===== src/rtl/ivr_pkg.sv =====
package ivr_pkg;
    localparam int ENTRY_BYTES = 16;
    localparam int REG_AW      = 3;

    typedef enum logic [REG_AW-1:0] {
        RA_CTRL = 3'd0,
        RA_BASE = 3'd1,
        RA_RPTR = 3'd2,
        RA_WPTR = 3'd3,
        RA_WBLO = 3'd4,
        RA_WBHI = 3'd5
    } reg_sel_e;

    // control register bit positions
    localparam int CB_RING   = 0;
    localparam int CB_INTR   = 1;
    localparam int CB_OVFEN  = 2;
    localparam int CB_OVFCLR = 3;
    localparam int CB_WBEN   = 4;
    localparam int CB_SZ_LO  = 5;
    localparam int CB_SZ_W   = 5;
    localparam int CB_SRST   = 10;
    localparam int CB_BUSY   = 31;
    localparam int WP_OVF    = 31;
endpackage


===== src/rtl/ivr_ptr_step.sv =====
module ivr_ptr_step #(
    parameter int MAX_LOG2_DW = 14,
    parameter int PTR_W       = MAX_LOG2_DW + 2
) (
    input  logic [ivr_pkg::CB_SZ_W-1:0] size_code,
    input  logic [PTR_W-1:0]            wp,
    input  logic [PTR_W-1:0]            rp,
    output logic [PTR_W-1:0]            mask,
    output logic [PTR_W-1:0]            next_wp,
    output logic                        hits_rp
);
    localparam int SZ_W = ivr_pkg::CB_SZ_W;
    logic [SZ_W-1:0] szc;

    always_comb begin
        if (size_code < SZ_W'(2))
            szc = SZ_W'(2);
        else if (size_code > SZ_W'(MAX_LOG2_DW))
            szc = SZ_W'(MAX_LOG2_DW);
        else
            szc = size_code;
        mask    = PTR_W'((40'd1 << (szc + SZ_W'(2))) - 40'd1);
        next_wp = (wp + PTR_W'(ivr_pkg::ENTRY_BYTES)) & mask;
        hits_rp = (next_wp == rp);
    end
endmodule


===== src/rtl/ivr_addr_gen.sv =====
module ivr_addr_gen #(
    parameter int ADDR_W = 40,
    parameter int BASE_W = 32,
    parameter int PTR_W  = 16
) (
    input  logic [BASE_W-1:0]    base,
    input  logic [PTR_W-1:0]     wp,
    input  logic [31:0]          wb_lo,
    input  logic [ADDR_W-33:0]   wb_hi,
    output logic [ADDR_W-1:0]    ring_addr,
    output logic [ADDR_W-1:0]    wb_addr
);
    localparam int ALIGN_W = ADDR_W - BASE_W;

    always_comb begin
        ring_addr = {base, {ALIGN_W{1'b0}}} + ADDR_W'(wp);
        wb_addr   = {wb_hi, wb_lo[31:2], 2'b00};
    end
endmodule


===== src/rtl/irq_vec_ring.sv =====
module irq_vec_ring #(
    parameter int MAX_LOG2_DW = 14,
    parameter int ADDR_W      = 40,
    parameter int VEC_W       = 128
) (
    input  logic                         clk,
    input  logic                         rst_n,
    input  logic                         vec_valid,
    input  logic [VEC_W-1:0]             vec_data,
    input  logic                         reg_we,
    input  logic [ivr_pkg::REG_AW-1:0]   reg_addr,
    input  logic [31:0]                  reg_wdata,
    output logic [31:0]                  reg_rdata,
    output logic                         mem_we,
    output logic [ADDR_W-1:0]            mem_addr,
    output logic [VEC_W-1:0]             mem_wdata,
    output logic                         wb_we,
    output logic [ADDR_W-1:0]            wb_addr,
    output logic [31:0]                  wb_wdata,
    output logic                         irq
);
    import ivr_pkg::*;

    localparam int PTR_W   = MAX_LOG2_DW + 2;
    localparam int BASE_W  = 32;
    localparam int WB_HI_W = ADDR_W - 32;
    localparam logic [PTR_W-1:0] ALIGN_MASK = ~PTR_W'(ENTRY_BYTES - 1);

    typedef struct packed {
        logic                ring_en;
        logic                intr_en;
        logic                ovf_en;
        logic                wb_en;
        logic [CB_SZ_W-1:0]  size_code;
        logic [BASE_W-1:0]   base;
        logic [PTR_W-1:0]    rp;
        logic [PTR_W-1:0]    wp;
        logic                ovf;
        logic [31:0]         wb_lo;
        logic [WB_HI_W-1:0]  wb_hi;
        logic                mem_we;
        logic [ADDR_W-1:0]   mem_addr;
        logic [VEC_W-1:0]    mem_data;
        logic                wb_we;
        logic [ADDR_W-1:0]   wb_addr;
        logic [31:0]         wb_data;
    } ring_st_t;

    ring_st_t q, d;

    logic [PTR_W-1:0]  ptr_mask, next_wp;
    logic              hits_rp;
    logic [ADDR_W-1:0] ring_addr_c, wb_addr_c;

    ivr_ptr_step #(.MAX_LOG2_DW(MAX_LOG2_DW), .PTR_W(PTR_W)) step_i (
        .size_code (q.size_code),
        .wp        (q.wp),
        .rp        (q.rp),
        .mask      (ptr_mask),
        .next_wp   (next_wp),
        .hits_rp   (hits_rp)
    );

    ivr_addr_gen #(.ADDR_W(ADDR_W), .BASE_W(BASE_W), .PTR_W(PTR_W)) addr_i (
        .base      (q.base),
        .wp        (q.wp),
        .wb_lo     (q.wb_lo),
        .wb_hi     (q.wb_hi),
        .ring_addr (ring_addr_c),
        .wb_addr   (wb_addr_c)
    );

    logic wr_ctrl, wr_rp, wr_wp, srst, accept, ovf_hit, ovf_clr;

    always_comb begin
        wr_ctrl = reg_we && (reg_addr == RA_CTRL);
        wr_rp   = reg_we && (reg_addr == RA_RPTR);
        wr_wp   = reg_we && (reg_addr == RA_WPTR);
        srst    = wr_ctrl && reg_wdata[CB_SRST];
        ovf_clr = wr_ctrl && reg_wdata[CB_OVFCLR];
        accept  = vec_valid && q.ring_en && q.intr_en && !wr_wp && !srst;
        ovf_hit = accept && q.ovf_en && hits_rp;

        d        = q;
        d.mem_we = 1'b0;
        d.wb_we  = 1'b0;

        if (accept) begin
            d.wp       = next_wp;
            d.mem_we   = 1'b1;
            d.mem_addr = ring_addr_c;
            d.mem_data = vec_data;
        end
        if (wr_rp) d.rp = reg_wdata[PTR_W-1:0] & ptr_mask & ALIGN_MASK;
        if (wr_wp) d.wp = reg_wdata[PTR_W-1:0] & ptr_mask & ALIGN_MASK;
        if (reg_we && (reg_addr == RA_BASE)) d.base  = reg_wdata;
        if (reg_we && (reg_addr == RA_WBLO)) d.wb_lo = {reg_wdata[31:2], 2'b00};
        if (reg_we && (reg_addr == RA_WBHI)) d.wb_hi = reg_wdata[WB_HI_W-1:0];
        if (wr_ctrl && !srst) begin
            d.ring_en   = reg_wdata[CB_RING];
            d.intr_en   = reg_wdata[CB_INTR];
            d.ovf_en    = reg_wdata[CB_OVFEN];
            d.wb_en     = reg_wdata[CB_WBEN];
            d.size_code = reg_wdata[CB_SZ_LO +: CB_SZ_W];
        end

        d.ovf = (q.ovf && !ovf_clr) || ovf_hit;

        if (q.wb_en && (accept || wr_wp)) begin
            d.wb_we   = 1'b1;
            d.wb_addr = wb_addr_c;
            d.wb_data = {d.ovf, {(31-PTR_W){1'b0}}, d.wp};
        end

        if (srst) begin
            d.rp      = '0;
            d.wp      = '0;
            d.ovf     = 1'b0;
            d.ring_en = 1'b0;
            d.intr_en = 1'b0;
            d.mem_we  = 1'b0;
            d.wb_we   = 1'b0;
        end
    end

    always_ff @(posedge clk or negedge rst_n) begin
        if (!rst_n) q <= '0;
        else        q <= d;
    end

    always_comb begin
        reg_rdata = '0;
        case (reg_addr)
            RA_CTRL: begin
                reg_rdata[CB_RING]               = q.ring_en;
                reg_rdata[CB_INTR]               = q.intr_en;
                reg_rdata[CB_OVFEN]              = q.ovf_en;
                reg_rdata[CB_WBEN]               = q.wb_en;
                reg_rdata[CB_SZ_LO +: CB_SZ_W]   = q.size_code;
                reg_rdata[CB_BUSY]               = q.mem_we | q.wb_we;
            end
            RA_BASE: reg_rdata = q.base;
            RA_RPTR: reg_rdata[PTR_W-1:0] = q.rp;
            RA_WPTR: begin
                reg_rdata[PTR_W-1:0] = q.wp;
                reg_rdata[WP_OVF]    = q.ovf;
            end
            RA_WBLO: reg_rdata = q.wb_lo;
            RA_WBHI: reg_rdata[WB_HI_W-1:0] = q.wb_hi;
            default: reg_rdata = '0;
        endcase
    end

    assign mem_we    = q.mem_we;
    assign mem_addr  = q.mem_addr;
    assign mem_wdata = q.mem_data;
    assign wb_we     = q.wb_we;
    assign wb_addr   = q.wb_addr;
    assign wb_wdata  = q.wb_data;
    assign irq       = q.ring_en && q.intr_en && (q.rp != q.wp);

    // an entry write only follows an offered vector
    a_r2_write_needs_vector: assert property (@(posedge clk) disable iff (!rst_n)
        mem_we |-> $past(vec_valid));

    // entry addresses are 16-byte aligned
    a_r3_entry_aligned: assert property (@(posedge clk) disable iff (!rst_n)
        mem_we |-> (mem_addr[3:0] == 4'h0));

    // the sticky flag falls only after an explicit clear or soft reset
    a_r6_flag_sticky: assert property (@(posedge clk) disable iff (!rst_n)
        $fell(q.ovf) |-> $past(reg_we && (reg_addr == RA_CTRL) &&
                               (reg_wdata[CB_OVFCLR] || reg_wdata[CB_SRST])));

    // the writeback value matches the live pointer state
    a_r7_wb_matches_ptr: assert property (@(posedge clk) disable iff (!rst_n)
        wb_we |-> (wb_wdata[PTR_W-1:0] == q.wp) && (wb_wdata[31] == q.ovf));

    // a soft reset leaves the ring empty and quiet
    a_r10_soft_reset_idle: assert property (@(posedge clk) disable iff (!rst_n)
        $past(reg_we && (reg_addr == RA_CTRL) && reg_wdata[CB_SRST]) |->
            (q.wp == '0) && (q.rp == '0) && !irq && !mem_we && !wb_we);
endmodule


===== config.mk =====
export PLATFORM = sky130hd
export DESIGN_NAME = irq_vec_ring
export DESIGN_NICKNAME = d
export VERILOG_FILES = /design/src/rtl/ivr_pkg.sv /design/src/rtl/ivr_ptr_step.sv /design/src/rtl/ivr_addr_gen.sv /design/src/rtl/irq_vec_ring.sv
export SDC_FILE = /design/constraint.sdc
export NUM_CORES = 1
export LEC_CHECK = 0
export ABC_CLOCK_PERIOD_IN_PS = 4300
export BUFFER_PORTS_ARGS = -buffer_cell sky130_fd_sc_hd__buf_2
export CORE_MARGIN = 2
export CORE_UTILIZATION = 54
export DETAILED_ROUTE_END_ITERATION = 16
export GPL_TIMING_DRIVEN = 0
export PLACE_DENSITY_LB_ADDON = 0.1
export SLEW_MARGIN = 5
export SYNTH_ARGS = -nofsm -noshare
export SYNTH_HDL_FRONTEND = slang
export SYNTH_SLANG_ARGS = --single-unit

===== constraint.sdc =====
create_clock -name clk -period 4.3 [get_ports clk]
set_clock_uncertainty 0.05 [all_clocks]
set_input_delay 0.86 -clock clk [delete_from_list [all_inputs] [get_ports clk]]
set_output_delay 0.86 -clock clk [all_outputs]
set_load 0.01 [all_outputs]

==> flow_metrics.tcl <==
set metrics [dict create \
    synthCells 1839 \
    numPortBuffers 423 \
    place_congestion 0.954 \
    endpoint_kind "flop" \
    p_leak_uw 0.0115 \
    start_util_pct 55.0 \
    synth-xor-area-share_pct 3.12 \
    power_density_nw_per_um2 599 \
    grt-ovfl-total 0 \
    clk_latency_ps 520 \
    rrSetupSlack_ps 210 \
    grt_max_degree 110 \
    swShare_pct 34.5 \
    worstPathMaxFanout 10 \
    fp.dieW_um 184 \
    max_freq_mhz 244 \
    synth.most_common_cell "nand2_1" \
    p_clk_share_pct 23.3 \
    cts.reportedPaths.clkPinSlew_ps 60 \
    p_int_uw 8370 \
    post-route-min-period_ps 4090 \
    status "complete, no violations" \
    async_reset_ff_share_pct 100 \
    synth_edf_count 0 \
    grt_pass1_wl_um 81000 \
    routed_wl_um 53600 \
    yosysSeqAreaShare_pct 47.9 \
    drt-pass1-iter-count 7 \
    drc 0 \
    arrival_ps 4490 \
    regToRegStartpoint "q[351]" \
    clockBufferDepth 3 \
    dpl.hpwl_um 41500 \
    post_cts_buffers 0 \
    cts_tree "built" \
    yosys.area_share.simple_pct 17.6 \
    cp.required_ps 4690 \
    antenna_found_initial 5 \
    synth_top_family_by_area "simple AND/OR/NAND/NOR gates" \
    drtIter0Drc 1045 \
    worst_slew_pin_slew_ps 1110 \
    synth_top_area_share_pct 47.9 \
    drv_slew 0 \
    cts.sinks 333 \
    design_area_um2 21300 \
    via_per_inst 5.28 \
    cts_inserted_buffers 37 \
    syn_area_um2 17400 \
    num_rows 65 \
    synth-compound-area-share_pct 8.18 \
    place_area_um2 20200 \
    finalSetupTns_ps 0 \
    comb_power_share_pct 38.8 \
    groute.usage.overall_pct 31.3 \
    io_pins 442 \
    synthMuxAreaShare_pct 8.83 \
    clock_tree.root_cell "clkbuf_16" \
    hold_viol 0 \
    ant_nets 0 \
    fin_crit_sh_pct 95.2 \
    rsz0062_at_grt "no" \
    finalPower_uw 12800 \
    synthTopCellsByArea "dfrtp_1 (48%), nand2_1 (11%), buf_4 (10%), mux2_2 (7.5%), o21ai_0 (2.2%)" \
    path_class "reg2reg" \
    ys_ff_latch 333 \
    slew_headroom_pct 25.3 \
    syn_avg_cell_area_um2 9.46 \
    max_cap_violations 0 \
    p_seq_share_pct 37.9 \
    vias 14500 \
    synthTopCellsByCount "nand2_1 (529), dfrtp_1 (333), buf_4 (243), mux2_2 (116), o21ai_0 (75)" \
    yosysTopAreaCell "dfrtp_1" \
    fin_nets 2497 \
    postCtsHoldBufs 0 \
    htree_num_levels 2 \
    syn2layout_area_growth_pct 22.6 \
    ys_warn_count 0 \
    wire_per_inst_um 19.5 \
    final_util_pct 67.4 \
    cp-start-kind "flop" \
    setup_violations 0 \
    reg2reg_depth 13 \
    post_route_cells_drive_above_1_share_pct 38.8 \
    worstReg2RegEnd "wb_wdata[31]" \
    p_sw_uw 4410 \
    synth.distinct_cells 77 \
    synthFlopType "dfrtp_1" \
    core_um2 31600 \
    grt_pass1_vias 14000 \
    hold_class "in2async" \
    peakVddDrop_mv 0.441 \
    synthAdderAreaFrac_pct 0.906 \
    die-area_um2 33700 \
    die_y_um 184 \
]
stage by stage:
stage | std cells | setup WS [ps] | hold slack, ps
6_report | 2748 | 206 | 263
5_1_grt | 2748 | 6.38 | 299
4_1_cts | 2745 | 40.5 | 277
3_5_place_dp | 2683 | -639 | 413
3_3_place_gp | 2680 | -4100 | 408
2_1_floorplan | 1855 | 583 | 397
cells in the final DEF (no fill, tap or decap), drive strengths merged, types with 24 or more instances in the layout:
| cell type | count |
|---|---|
| a21oi | 31 |
| buf | 710 |
| clkbuf | 103 |
| dfrtp | 333 |
| inv | 24 |
| mux2 | 117 |
| nand2 | 531 |
| nor2 | 63 |
| o21ai | 76 |
| xnor2 | 39 |
state kept, by name, indices dropped and copies added, names as in the netlist:
register   count
mem_addr      40
mem_wdata    128
mem_we         1
q            108
wb_addr       38
wb_wdata      17
wb_we          1
cell type report:
type	count	area (µm²)
diodes	4	10.0
plain buffers	334	2250
flip-flops and latches	333	8330
inverters	22	82.6
clock inverters	10	90.1
clock buffers	53	1030
repair buffers	426	2210
well taps	402	503
fillers	2634	10300
multi-input cells	1164	6830
layer usage:
layer | part of all wire [%] | global-route usage (%)
met1 | 42 | 41.5
met2 | 47 | 51.1
met3 | 7.7 | 6.18
met4 | 3.9 | 12.1
met5 | 0 | 0
how the worst max path moves through the flow:
stage                      start            to  slack (ps)  cells after the start
final                     q[351]  wb_wdata[31]         210                     13
after global routing      q[351]  wb_wdata[31]           6                     13
after CTS                 q[351]  wb_wdata[31]          40                     15
after detailed placement  q[351]  wb_wdata[31]        -640                     15
after global placement     rst_n    wb_addr[5]       -4100                      1
after floorplan           q[351]  wb_wdata[31]         580                     16
logic make-up (layout without fill, tap and decap cells):
| logic type | Yosys count | after routing |
|---|---|---|
| buffers and inverters | 358 | 845 |
| AND/OR/NAND/NOR | 720 | 720 |
| XOR/XNOR | 62 | 62 |
| other | 1 | 21 |
| flip-flops | 333 | 333 |
| multiplexers | 134 | 134 |
| AO/OA/AOI/OAI | 219 | 219 |
| adder cells (fa/ha/maj) | 12 | 12 |
critical path, cell delays in order, from the launching register on:
cell       delay [ps]
dfrtp_1           460
clkbuf_2          250
clkbuf_4          260
or2_2             320
ha_2              370
buf_2             260
nor2b_2           260
nand3_1           190
o31ai_2           390
a2bb2oi_1         250
nand4_1           160
nor4_2            320
nand4_1           270
a31oi_1           210
timing repair:
| item | CTS | global route |
|---|---|---|
| gates cloned | 0 | 0 |
| resized for setup | 5 | 6 |
| setup endpoints to repair | 4 | 2 |
| pin swaps | 1 | 0 |
power groups by stage:
stage	combinational, µW	clock (µW)	sequential, µW
5_1_grt	5410	3160	4960
3_5_place_dp	4930	0	4870
3_3_place_gp	4870	0	4840
4_1_cts	4960	3030	4830
2_1_floorplan	3340	0	4640
6_report	4960	2980	4840
(Power assumes the default switching activity.)
